--- config.mk ---
export PLATFORM = sky130hd
export DESIGN_NAME = sad4x4_row_unit
export DESIGN_NICKNAME = d
export VERILOG_FILES = /design/src/rtl/sad_pkg.sv /design/src/rtl/abs_diff_pe.sv /design/src/rtl/row_sequencer.sv /design/src/rtl/sad_col_group.sv /design/src/rtl/sad4x4_row_unit.sv
export SDC_FILE = /design/constraint.sdc
export NUM_CORES = 1
export LEC_CHECK = 0
export BUFFER_PORTS_ARGS = -buffer_cell sky130_fd_sc_hd__clkbuf_2
export CORE_MARGIN = 2
export CORE_UTILIZATION = 50
export CTS_CLUSTER_DIAMETER = 80
export DETAILED_ROUTE_END_ITERATION = 6
export HOLD_SLACK_MARGIN = 0.08
export PLACE_DENSITY = 0.77
export SLEW_MARGIN = 20
export SYNTH_ARGS = -nofsm -noshare
export SYNTH_HDL_FRONTEND = slang
export SYNTH_HIERARCHICAL = 1
export SYNTH_SLANG_ARGS = --single-unit
--- constraint.sdc ---
create_clock -name clk -period 6.7 [get_ports clk]
set_input_delay 0.67 -clock clk [delete_from_list [all_inputs] [get_ports clk]]
set_output_delay 0.67 -clock clk [all_outputs]
set_load 0.03 [all_outputs]
--- src/rtl/sad_pkg.sv ---
// Package: sizing helpers shared by the SAD engine and its checker.
// Assumes block edges and row lengths are powers of two.
package sad_pkg;

    // Width needed to sum blk*blk unsigned values of pix_w bits.
    function automatic int sad_width(input int pix_w, input int blk);
        return pix_w + $clog2(blk * blk);
    endfunction

    // Width of the per-row partial sum over blk elements.
    function automatic int rowsum_width(input int pix_w, input int blk);
        return pix_w + $clog2(blk);
    endfunction

endpackage

--- src/rtl/abs_diff_pe.sv ---
// Module: abs_diff_pe
// Purpose: one processing element, returns the unsigned magnitude of a - b.
// Assumes: both operands are unsigned pixels of the same width. Purely combinational.
module abs_diff_pe #(
    parameter int PIX_W = 8
) (
    input  logic [PIX_W-1:0] a,
    input  logic [PIX_W-1:0] b,
    output logic [PIX_W-1:0] d
);

    // Subtract the smaller operand from the larger.
    always_comb begin
        if (a >= b) d = a - b;
        else        d = b - a;
    end

endmodule

--- src/rtl/row_sequencer.sv ---
// Module: row_sequencer
// Purpose: counts accepted rows of a block and derives the band index, the
// band-closing flag and the done strobe.
// Assumes: ROWS and BLK are powers of two and BLK divides ROWS.
module row_sequencer #(
    parameter int ROWS = 16,
    parameter int BLK  = 4
) (
    input  logic                      clk,
    input  logic                      rst_n,
    input  logic                      in_valid,
    output logic [$clog2(ROWS/BLK)-1:0] band_idx,
    output logic                      band_last,
    output logic                      done
);

    localparam int CNT_W  = $clog2(ROWS);
    localparam int LBLK   = $clog2(BLK);
    localparam int BAND_W = $clog2(ROWS/BLK);

    logic [CNT_W-1:0] row_cnt;
    logic             block_end;

    // Decode the current row position into band and in-band offset.
    always_comb begin
        band_idx  = row_cnt[CNT_W-1 -: BAND_W];
        band_last = (row_cnt[LBLK-1:0] == LBLK'(BLK-1));
        block_end = in_valid && (row_cnt == CNT_W'(ROWS-1));
    end

    // Advance the row count on accepted rows; wraps to zero after the last row.
    always_ff @(posedge clk) begin
        if (!rst_n) row_cnt <= '0;
        else if (in_valid) row_cnt <= row_cnt + 1'b1;
    end

    // Raise done for one cycle after the final row of a block.
    always_ff @(posedge clk) begin
        if (!rst_n) done <= 1'b0;
        else        done <= block_end;
    end

endmodule

--- src/rtl/sad_col_group.sv ---
// Module: sad_col_group
// Purpose: BLK adjacent processing elements, their adder, a running
// accumulator and the band demultiplexer for one column of sub-blocks.
// Assumes: band_last and band_sel come from the shared row sequencer and are
// only meaningful while in_valid is high.
module sad_col_group
    import sad_pkg::*;
#(
    parameter int PIX_W = 8,
    parameter int BLK   = 4,
    parameter int BANDS = 4
) (
    input  logic                           clk,
    input  logic                           rst_n,
    input  logic                           in_valid,
    input  logic [BLK*PIX_W-1:0]           cand,
    input  logic [BLK*PIX_W-1:0]           cur,
    input  logic                           band_last,
    input  logic [$clog2(BANDS)-1:0]       band_sel,
    output logic [BANDS*sad_width(PIX_W, BLK)-1:0] band_sad
);

    localparam int SAD_W = sad_width(PIX_W, BLK);
    localparam int RS_W  = rowsum_width(PIX_W, BLK);

    logic [PIX_W-1:0] diff [BLK];
    logic [RS_W-1:0]  row_sum;
    logic [SAD_W-1:0] acc;
    logic [SAD_W-1:0] acc_next;
    logic [SAD_W-1:0] hold [BANDS];

    // One processing element per pixel column of the group.
    for (genvar i = 0; i < BLK; i++) begin : g_pe
        abs_diff_pe #(.PIX_W(PIX_W)) u_pe (
            .a (cand[i*PIX_W +: PIX_W]),
            .b (cur[i*PIX_W +: PIX_W]),
            .d (diff[i])
        );
    end

    // Add the group's magnitudes for this row, then add the running sum.
    always_comb begin
        row_sum = '0;
        for (int i = 0; i < BLK; i++) row_sum = row_sum + RS_W'(diff[i]);
        acc_next = acc + SAD_W'(row_sum);
    end

    // Accumulate rows; at a band's last row, store the sum and restart.
    always_ff @(posedge clk) begin
        if (!rst_n) begin
            acc <= '0;
            for (int b = 0; b < BANDS; b++) hold[b] <= '0;
        end else if (in_valid) begin
            if (band_last) begin
                acc            <= '0;
                hold[band_sel] <= acc_next;
            end else begin
                acc <= acc_next;
            end
        end
    end

    // Flatten the band registers for the top level.
    for (genvar b = 0; b < BANDS; b++) begin : g_out
        assign band_sad[b*SAD_W +: SAD_W] = hold[b];
    end

endmodule

--- src/rtl/sad4x4_row_unit.sv ---
// Module: sad4x4_row_unit (top)
// Purpose: streams a candidate block and the current block row by row and
// produces all BLK x BLK sub-block SADs plus a done strobe.
// Assumes: rows of one block arrive in order top to bottom; the driver keeps
// count of rows itself and never aborts a block except through reset.
module sad4x4_row_unit
    import sad_pkg::*;
#(
    parameter int PIX_W   = 8,
    parameter int ROW_PIX = 16,
    parameter int BLK     = 4
) (
    input  logic                      clk,
    input  logic                      rst_n,
    input  logic                      in_valid,
    input  logic [ROW_PIX*PIX_W-1:0]  cand_row,
    input  logic [ROW_PIX*PIX_W-1:0]  cur_row,
    output logic [(ROW_PIX/BLK)*(ROW_PIX/BLK)*sad_width(PIX_W, BLK)-1:0] sad_out,
    output logic                      done
);

    localparam int NGRP   = ROW_PIX / BLK;
    localparam int SAD_W  = sad_width(PIX_W, BLK);
    localparam int BAND_W = $clog2(NGRP);
    localparam int GRP_W  = BLK * PIX_W;

    logic [BAND_W-1:0]      band_idx;
    logic                   band_last;
    logic [NGRP*SAD_W-1:0]  grp_sad [NGRP];

    // Shared row counter, band decode and done strobe.
    row_sequencer #(.ROWS(ROW_PIX), .BLK(BLK)) u_seq (
        .clk       (clk),
        .rst_n     (rst_n),
        .in_valid  (in_valid),
        .band_idx  (band_idx),
        .band_last (band_last),
        .done      (done)
    );

    // One column group per block column; outputs placed in raster order.
    for (genvar g = 0; g < NGRP; g++) begin : g_grp
        sad_col_group #(.PIX_W(PIX_W), .BLK(BLK), .BANDS(NGRP)) u_grp (
            .clk       (clk),
            .rst_n     (rst_n),
            .in_valid  (in_valid),
            .cand      (cand_row[g*GRP_W +: GRP_W]),
            .cur       (cur_row[g*GRP_W +: GRP_W]),
            .band_last (band_last),
            .band_sel  (band_idx),
            .band_sad  (grp_sad[g])
        );
        for (genvar b = 0; b < NGRP; b++) begin : g_map
            assign sad_out[(b*NGRP + g)*SAD_W +: SAD_W] = grp_sad[g][b*SAD_W +: SAD_W];
        end
    end

endmodule

==> flow_summary.ini <==
[run_status]
status = complete, no violations

[setup_path]
crit_path_end_kind = flip-flop
worstSetupPathType = input pin to flip-flop
worst_setup_path_start_kind = input pin
cp-startpoint = cand_row[85]
critPathMaxFanout = 9
cp_data_required_time_ns = 6.96
critPathArrivalTime_ns = 6.12
r2r-start = u_seq/row_cnt[0]

[power_and_ir_drop]
power_report.internal_total_mw = 6.26
pwr-share-seq = 0.137
p_leak_nw = 14.9
vdd.ir_drop.worst_v = 0.000737
switching_share = 0.539
p_sw_mw = 7.31
share_comb_of_total_power = 0.759
clockPowerShare = 0.104
p_per_area_nw_per_um2 = 492

[timing]
fin_skew_ns = 0.0172
rsz0062_at_grt = no
tightest_slew_ns = 0.761
maxSlewViolCount = 0
finalSetupTns_ns = 0
period_share = 0.874
min_period_ns = 5.85
slew_headroom = 0.491
hold_viol = 0
max_freq_mhz = 171
setup_viol = 0

[yosys]
async_reset_ff_frac = 0
synth_xor_area_frac = 0.0504
synth_area_leaders = edfxtp_1, ha_1, fa_1, inv_1, mux2i_1
synth_top_area_share = 0.238
yosys.area_share.simple = 0.0984
syn_avg_cell_area_um2 = 9.43
muxShareOfSynthArea = 0.0472
synth.cell_area_um2 = 24200
synth_most_common_cell = inv_1
synthAdderAreaFrac = 0.258
yosysSeqAreaShare = 0.282
synth_fp_nets = 3249
synth_cell_types = 54
synthCells = 2565
ys.warnings.count = 6
ys_seq_elements = 245
yosysTopAreaCell = edfxtp_1
synth_edf_count = 192
synth_ff_type = edfxtp_1
synth_top_family_by_area = adder cells
synth_compound_area_frac = 0.154
synthTopCellsByCount = inv_1, ha_1, nor2_1

[route]
num_vias = 19280
drc = 0
routed_via_density = 5.38
first_iter_violations = 1024
drtAntennaViolNets = 0
routed_wl_mm = 65.2
wl_per_cell_um = 18.2
drt_first_pass_iters = 5

[finish]
area_delta_synth_final_pct = 14.1
fillCellCount = 4187
fin_util = 0.578
drive_gt1_frac = 0.205
layout.nets = 3635

[place]
hpwlAfterDp_mm = 54.5
portBuffers = 451
gp_congestion = 0.945

[floorplanning]
rows = 80
initial_utilization = 0.507
fp.dieH_um = 224
die_area_um2 = 50100
core_um2 = 47700
ios = 452
die_width_um = 224

[grt]
grt_pass1_wl_mm = 103
antenna_found_initial = 1
grt_usage = 0.255
overflow = 0
grt_start_max_net_pins = 48
grt_pass1_vias = 19409

[clock_tree]
htree_levels = 1
cts.clk_slew.worst_paths_ns = 0.06
cts_resized = 0
post_cts_buffers = 0
cts_tree = built
numCtsBuffers = 25
cts.sinks = 245
cts_hold_buf = 0
cts.path.max_buffers = 3
cts_root_buffer = clkbuf_16
clkLatencyLatePin_ns = 0.54

[hold_path]
hold_start = g_grp[1].u_grp/acc[10]
min_path_type = flip-flop to flip-flop

[job]
maxCapViolations = 0
==> worst paths after layout <==
check / endpoint / slack (ns) / depth (start not counted)
setup / recovery: g_grp[2].u_grp/hold[1][10] / 0.85 / 21
hold reg to reg: g_grp[1].u_grp/acc[10] / 0.48 / 2
setup reg to reg: g_grp[0].u_grp/hold[0][3] / 3.47 / 5
hold / removal: g_grp[1].u_grp/acc[10] / 0.48 / 2
==> sequential cells by signal, indices dropped and copies added, names as in the netlist <==
name	flops
g_grp.u_grp/hold	192
u_seq/done	1
u_seq/row_cnt	4
g_grp.u_grp/acc	48
==> through the flow <==
step           cell area [um^2]  setup slack, ns  cells  total power [mW]  hold slack [ns]
2_1_floorplan             24200             1.03   2565              9.14            0.448
5_1_grt                   27600            0.498   3586              14.7            0.513
3_3_place_gp              26800            0.380   3539              11.7            0.462
4_1_cts                   27600            0.857   3585              13.5            0.487
3_5_place_dp              26800            0.299   3539              12.0            0.472
6_report                  27600            0.846   3586              13.6            0.484
==> layer usage <==
metal  vias up  wire, um  GRT usage
li1       9337         -          -
met4         2      1950     0.0794
met1      9255     27400      0.331
met5         -         5          0
met2       587     30900      0.429
met3        99      4900     0.0525
==> placed cells by master, fill, tap and decap left out, drive strengths merged, types with 11 or more instances in the layout <==
master and count:
nand3b 43, nand2 96, xor2 83, nand4 37, o22ai 36, fa 124, inv 567, a21oi 125
buf 11, a31oi 64, xnor2 46, ha 301, o21ai 44, a21o 121, a221oi 23, edfxtp 192
dfxtp 53, mux2i 114, o211ai 20, and2 36, clkbuf 481, and4 15, a211oi 36, nor2 197
o21a 12
==> kinds of logic (layout without fill, tap and decap cells) <==
family                   Yosys count  after routing
buffers and inverters            664           1069
AO/OA/AOI/OAI                    509            509
AND/OR/NAND/NOR                  479            479
adder cells (fa/ha/maj)          425            425
flip-flops                       245            245
XOR/XNOR                         129            129
multiplexers                     114            114
other                              0              1
==> final cells by class <==
| cell class | count | area, um^2 | area share |
|---|---|---|---|
| inverter | 562 | 2110 | 0.0765 |
| timing repair buffer | 461 | 2330 | 0.0845 |
| clock inverter | 15 | 148 | 0.00535 |
| multi-input combinational | 1656 | 14700 | 0.534 |
| antenna | 1 | 2.50 | 0.0000907 |
| tap | 615 | 769 | 0.0279 |
| clock buffer | 31 | 678 | 0.0246 |
| sequential | 245 | 6830 | 0.247 |
==> power groups by stage <==
stage | Combinational, mW | Clock (mW) | Sequential (mW)
floorplan | 7.16 | 0 | 1.97
global placement | 9.82 | 0 | 1.88
detailed placement | 10.1 | 0 | 1.89
CTS | 10.2 | 1.45 | 1.85
global route | 11.4 | 1.50 | 1.87
finish | 10.3 | 1.41 | 1.85
==> worst max-delay path: stages <==
cell      delay (ns)
clkbuf_2        0.10
inv_1           0.04
ha_1            0.41
a21o_1          0.25
a21o_1          0.21
a221oi_4        0.52
mux2i_1         0.27
xor2_1          0.21
inv_1           0.08
fa_1            0.51
inv_1           0.05
fa_1            0.47
inv_1           0.06
fa_1            0.49
inv_1           0.07
ha_1            0.29
a211oi_1        0.30
o21bai_1        0.21
a221oi_2        0.31
xor2_1          0.49
nor2_1          0.11
(Power assumes the default switching activity.)
